## config.mk

```make
export PLATFORM = sky130hd
export DESIGN_NAME = i2c_scl_rate_div
export DESIGN_NICKNAME = d
export VERILOG_FILES = /design/src/rtl/i2c_rate_pkg.sv /design/src/rtl/i2c_rate_cfg.sv /design/src/rtl/i2c_rate_prescale.sv /design/src/rtl/i2c_rate_mant.sv /design/src/rtl/i2c_rate_phase.sv /design/src/rtl/i2c_scl_rate_div.sv
export SDC_FILE = /design/constraint.sdc
export NUM_CORES = 1
export LEC_CHECK = 0
export CAP_MARGIN = 20
export CORE_UTILIZATION = 25
export DETAILED_ROUTE_END_ITERATION = 10
export DONT_BUFFER_PORTS = 1
export MAX_ROUTING_LAYER = met4
export PLACE_DENSITY = 0.44
export SLEW_MARGIN = 5
export SYNTH_ARGS = -nofsm -noshare
export SYNTH_HDL_FRONTEND = slang
export SYNTH_SLANG_ARGS = --single-unit
```

## constraint.sdc

```tcl
create_clock -name clk -period 1.9 [get_ports clk]
set_input_delay 0.19 -clock clk [delete_from_list [all_inputs] [get_ports clk]]
set_output_delay 0.19 -clock clk [all_outputs]
set_load 0.1 [all_outputs]
```

## src/rtl/i2c_rate_pkg.sv

```systemverilog
// Package: shared defaults for the I2C SCL rate divider.
// Assumes one fixed layout for the baud word: the mantissa sits above the exponent.
package i2c_rate_pkg;
    localparam int         RATE_M_W   = 4;        // mantissa field width
    localparam int         RATE_N_W   = 3;        // exponent field width
    localparam logic [6:0] RATE_RESET = 7'h44;    // baud word after reset
    localparam int         RATE_PHASES = 10;      // ticks per SCL period
endpackage

```

## src/rtl/i2c_rate_cfg.sv

```systemverilog
// Module: baud word holding stage.
// A write is captured into a pending register. The active word copies the pending
// word only when load is high, which the top drives with the tick.
// Assumes load is a single-cycle pulse.
module i2c_rate_cfg #(
    parameter int              BAUD_W     = 7,
    parameter logic [BAUD_W-1:0] RESET_VAL = '0
) (
    input  logic              clk,
    input  logic              rst_n,
    input  logic              we,
    input  logic [BAUD_W-1:0] wdata,
    input  logic              load,
    output logic [BAUD_W-1:0] pend_q,
    output logic [BAUD_W-1:0] active_q
);
    // Capture the latest written word.
    always_ff @(posedge clk) begin
        if (!rst_n)  pend_q <= RESET_VAL;
        else if (we) pend_q <= wdata;
    end

    // Move the pending word into service at the interval boundary.
    always_ff @(posedge clk) begin
        if (!rst_n)    active_q <= RESET_VAL;
        else if (load) active_q <= pend_q;
    end
endmodule

```

## src/rtl/i2c_rate_prescale.sv

```systemverilog
// Module: binary prescaler.
// Raises step_o for one cycle in every 2^expo cycles.
// Assumes a change of expo happens only at a tick, when the counter has just wrapped
// to zero.
module i2c_rate_prescale #(
    parameter int N_W = 3
) (
    input  logic           clk,
    input  logic           rst_n,
    input  logic [N_W-1:0] expo,
    output logic           step_o
);
    localparam int PW = (1 << N_W) - 1;

    logic [PW-1:0] cnt;
    logic [PW-1:0] mask;

    // Terminal count is 2^expo - 1, taken from a shifted ones mask.
    always_comb begin
        mask   = ~({PW{1'b1}} << expo);
        step_o = (cnt == mask);
    end

    // Count up to the terminal value, then wrap to zero.
    always_ff @(posedge clk) begin
        if (!rst_n)      cnt <= '0;
        else if (step_o) cnt <= '0;
        else             cnt <= cnt + PW'(1);
    end
endmodule

```

## src/rtl/i2c_rate_mant.sv

```systemverilog
// Module: linear mantissa divider.
// Counts prescaler steps and raises tick_o on step number mant+1.
// Assumes mant changes only in the cycle after a tick.
module i2c_rate_mant #(
    parameter int M_W = 4
) (
    input  logic           clk,
    input  logic           rst_n,
    input  logic [M_W-1:0] mant,
    input  logic           step,
    output logic           tick_o
);
    logic [M_W-1:0] cnt;

    // A tick is the last prescaler step of the interval.
    always_comb tick_o = step && (cnt == mant);

    // Advance on each step and restart at the tick.
    always_ff @(posedge clk) begin
        if (!rst_n)      cnt <= '0;
        else if (tick_o) cnt <= '0;
        else if (step)   cnt <= cnt + M_W'(1);
    end
endmodule

```

## src/rtl/i2c_rate_phase.sv

```systemverilog
// Module: ten-step SCL phase sequencer.
// The first half of the period holds SCL low and the second half holds it high.
// The SDA strobe marks the tick in the middle of the low half.
// Assumes PHASES is even and at least 4.
module i2c_rate_phase #(
    parameter int PHASES = 10
) (
    input  logic clk,
    input  logic rst_n,
    input  logic tick,
    output logic scl_o,
    output logic strobe_o
);
    localparam int PH_W    = $clog2(PHASES);
    localparam int HALF    = PHASES / 2;
    localparam int MID_LOW = HALF / 2;

    logic [PH_W-1:0] ph;

    // Decode the SCL level and the mid-low strobe from the phase.
    always_comb begin
        scl_o    = (ph >= PH_W'(HALF));
        strobe_o = tick && (ph == PH_W'(MID_LOW));
    end

    // Step the phase once per tick, wrapping after the last step.
    always_ff @(posedge clk) begin
        if (!rst_n)     ph <= '0;
        else if (tick)  ph <= (ph == PH_W'(PHASES - 1)) ? '0 : ph + PH_W'(1);
    end
endmodule

```

## src/rtl/i2c_scl_rate_div.sv

```systemverilog
// Module: I2C SCL rate divider top.
// Ticks at f_clk / ((M+1)*2^N) and derives the SCL level and the SDA strobe from them.
// Assumes the baud word is M in bits [BAUD_W-1:N_W] and N in bits [N_W-1:0].
module i2c_scl_rate_div
    import i2c_rate_pkg::*;
#(
    parameter int M_W    = RATE_M_W,
    parameter int N_W    = RATE_N_W,
    parameter int PHASES = RATE_PHASES,
    parameter logic [M_W+N_W-1:0] RESET_BAUD = RATE_RESET
) (
    input  logic               clk,
    input  logic               rst_n,
    input  logic               baud_we,
    input  logic [M_W+N_W-1:0] baud_wdata,
    output logic               tick_o,
    output logic               scl_o,
    output logic               sda_strobe_o
);
    localparam int BAUD_W = M_W + N_W;

    logic [BAUD_W-1:0] pend_baud;
    logic [BAUD_W-1:0] active_baud;
    logic              pre_step;
    logic              tick;

    i2c_rate_cfg #(.BAUD_W(BAUD_W), .RESET_VAL(RESET_BAUD)) u_cfg (
        .clk(clk), .rst_n(rst_n), .we(baud_we), .wdata(baud_wdata),
        .load(tick), .pend_q(pend_baud), .active_q(active_baud)
    );

    i2c_rate_prescale #(.N_W(N_W)) u_pre (
        .clk(clk), .rst_n(rst_n), .expo(active_baud[N_W-1:0]), .step_o(pre_step)
    );

    i2c_rate_mant #(.M_W(M_W)) u_mant (
        .clk(clk), .rst_n(rst_n), .mant(active_baud[BAUD_W-1:N_W]),
        .step(pre_step), .tick_o(tick)
    );

    i2c_rate_phase #(.PHASES(PHASES)) u_phase (
        .clk(clk), .rst_n(rst_n), .tick(tick), .scl_o(scl_o), .strobe_o(sda_strobe_o)
    );

    assign tick_o = tick;
endmodule

```

==> flow_metrics.tcl <==
set metrics [dict create \
    outcome "complete, but fails checks" \
    violations "negative setup slack" \
    wl_um 4100 \
    grt_pass1_wl_um 6860 \
    dr.pass1.iters 4 \
    vias 1378 \
    clockBufferDepth 2 \
    relSlewSlack 0.589 \
    critPathSlowestCell "dfxtp_4" \
    h-tree-depth 2 \
    path_cells "buf_6, nor2_4, nand4_1, a32o_2, nor2_4, nor4b_4, buf_12" \
    die_w_um 76.6 \
    synth_area_per_cell_um2 8.86 \
    synth_nets 169 \
    worst_skew_pair.late_latency_ns 0.28 \
    die_height_um 76.6 \
    finalSetupViolations 12 \
    final_cells 279 \
    drcViolationCount 0 \
    layout-drive-gt1-share 0.526 \
    holdWs_ns 0.00820 \
    fin_crit_ns 2.13 \
    synth_edf_count 0 \
    synthArstFlopShare 0 \
    post_drt_via_cell_ratio 4.94 \
    cts_sinks 29 \
    dr.first_iter.drc_count 67 \
    max_stage_delay_ns 0.38 \
    reg2reg_from "u_cfg.active_q[2]" \
    hold_class "primary input to register" \
    period_share 1.12 \
    synth_ff_type "dfxtp_1" \
    rr_worst_depth 9 \
    path_class "register to output pin" \
    synth_cell_type_count 37 \
    syn2layout_area_growth_pct 61.2 \
    start_kind "register" \
    p_leak_nw 0.839 \
    start_util 0.266 \
    r2r_slack_ns -0.15 \
    crit_path_frequent_cell "nor2_4" \
    ys_seq_elements 29 \
    clk_pin_slew_ns 0.07 \
    yosysSeqAreaShare 0.417 \
    grt_pass1_vias 1443 \
    worstReg2RegEnd "u_mant.cnt[2]" \
    track_usage 0.153 \
    worst_clock_skew_ns 0.00518 \
    power.density_nw_per_um2 534 \
    synth_area_um2 1390 \
    layout_setup_ws_ns -0.235 \
    fp-row-count 26 \
    root_buffer "clkbuf_8" \
    fmaxAchievable_mhz 468 \
    die_area_um2 5870 \
    cp_max_fo 7 \
    dp_hpwl_um 2570 \
    utilization 0.428 \
    slew_viol_final 0 \
    crit_start "u_cfg.active_q[2]" \
    wl_per_cell_um 14.7 \
    cp.arrival_ns 1.94 \
    port_buffers 0 \
    finalHoldViolCount 0 \
    crit_required_ns 1.71 \
    cp-endpoint "sda_strobe_o" \
    grt_start_max_net_pins 15 \
    ir_worst_vdd_v 0.000362 \
    rsz0062_at_grt "yes" \
    final_net_count 220 \
    antenna_cells 0 \
    gr-total-overflow 0 \
    end_kind "output pin" \
    dp_slack_ns -0.134 \
    antenna_found_initial 0 \
    final_common_cell "buf_4" \
    max-cap-violations 0 \
    syn_inst 157 \
    yosysWarningCount 0 \
    cts_made_buffers 5 \
    setup_tns_ns -0.858 \
    layout_common_cells "buf_4 (33), dfxtp_1 (22), buf_6 (14), a21oi_2 (10), nand3_1 (9)" \
    place_congestion 0.783 \
    cts_tree "done" \
    ios 13 \
    drtAntennaViolNets 0 \
    dp_cells 253 \
    core_um2 5240 \
    tightest_slew_ns 0.616 \
]
-- power breakdown --
group          total (W)  internal, W  switching, W
sequential      0.000633     0.000620     0.0000127
combinational  0.0000715    0.0000344     0.0000371
clock           0.000493     0.000252      0.000241
-- cells by family after synthesis --
logic type,Yosys count,synth area share
buffers and inverters,10,0.0342
flip-flops,29,0.417
XOR/XNOR,12,0.0755
AND/OR/NAND/NOR,56,0.216
adder cells (fa/ha/maj),2,0.0180
AO/OA/AOI/OAI,41,0.189
multiplexers,7,0.0504
-- synthesized netlist by cell type, types with 2 or more instances --
master / count / area (um2)
ha_1: 2 / 25.0
nand2b_1: 3 / 18.8
inv_1: 4 / 15.0
nor2_2: 2 / 12.5
clkbuf_1: 2 / 7.51
buf_2: 2 / 10.0
o21ai_0: 12 / 60.1
nor2_1: 13 / 48.8
xor2_1: 9 / 78.8
dfxtp_1: 29 / 581
a21oi_1: 12 / 60.1
nand3_1: 14 / 70.1
or3_1: 3 / 18.8
xnor2_1: 3 / 26.3
nand2_1: 5 / 18.8
nand3b_1: 2 / 15.0
o21ai_1: 3 / 15.0
a31oi_1: 2 / 12.5
or4_1: 6 / 45.0
o31ai_1: 3 / 22.5
mux2i_1: 7 / 70.1
nor2b_1: 2 / 12.5
nand4_1: 3 / 18.8
-- per-layer routing --
| layer | track usage | wire length (um) | vias up |
|---|---|---|---|
| met1 | 0.166 | 1690 | 650 |
| met5 | - | 0 | - |
| li1 | - | - | 678 |
| met3 | 0.0383 | 146 | 16 |
| met2 | 0.257 | 2110 | 34 |
| met4 | 0.0788 | 153 | 0 |
-- registers in the layout (all words and copies together), names as in the netlist --
register	cells
u_phase.ph	4
u_pre.cnt	7
u_mant.cnt	4
u_cfg.pend_q	7
u_cfg.active_q	7
-- critical path, delay by kind of cell, from the launching register on --
kind,cells,cell delay [ns]
buffers and inverters,2,0.34
AND/OR/NAND/NOR,4,0.59
flip-flops,1,0.38
AO/OA/AOI/OAI,1,0.34
-- through the flow --
step	total power (W)	instance area, um2
detailed placement	0.000698	1740
finish	0.00120	2240
CTS	0.00120	2140
floorplan	0.000679	1430
global placement	0.000697	1740
global route	0.00126	2240
-- area by class of cell --
cell class,instances,area (um2)
clock inverter,3,17.5
tap,70,87.6
multi-input combinational,118,1010
clock buffer,5,68.8
inverter,4,15.0
timing repair buffer,50,450
sequential,29,594
fill,490,3000
-- what timing repair did --
item,in CTS,in global routing
hold buffers,1,0
hold endpoints to repair,3,0
setup endpoints to repair,18,24
pin swaps,32,15
cloned,1,0
resized for setup,41,33
setup buffers,21,3
-- how the worst min path moves through the flow --
stage / end / startpoint / slack, ns / cells past startpoint
6_report: u_cfg.active_q[2] / rst_n / 0.008 / 1
4_1_cts: u_cfg.active_q[2] / rst_n / 0.0004 / 1
3_5_place_dp: u_cfg.pend_q[2] / rst_n / 0.26 / 1
5_1_grt: u_cfg.active_q[2] / rst_n / 0.01 / 1
2_1_floorplan: u_cfg.pend_q[2] / rst_n / 0.25 / 1
3_3_place_gp: u_cfg.pend_q[6] / rst_n / 0.25 / 1
Note: power is estimated with default switching activity, not from simulation.
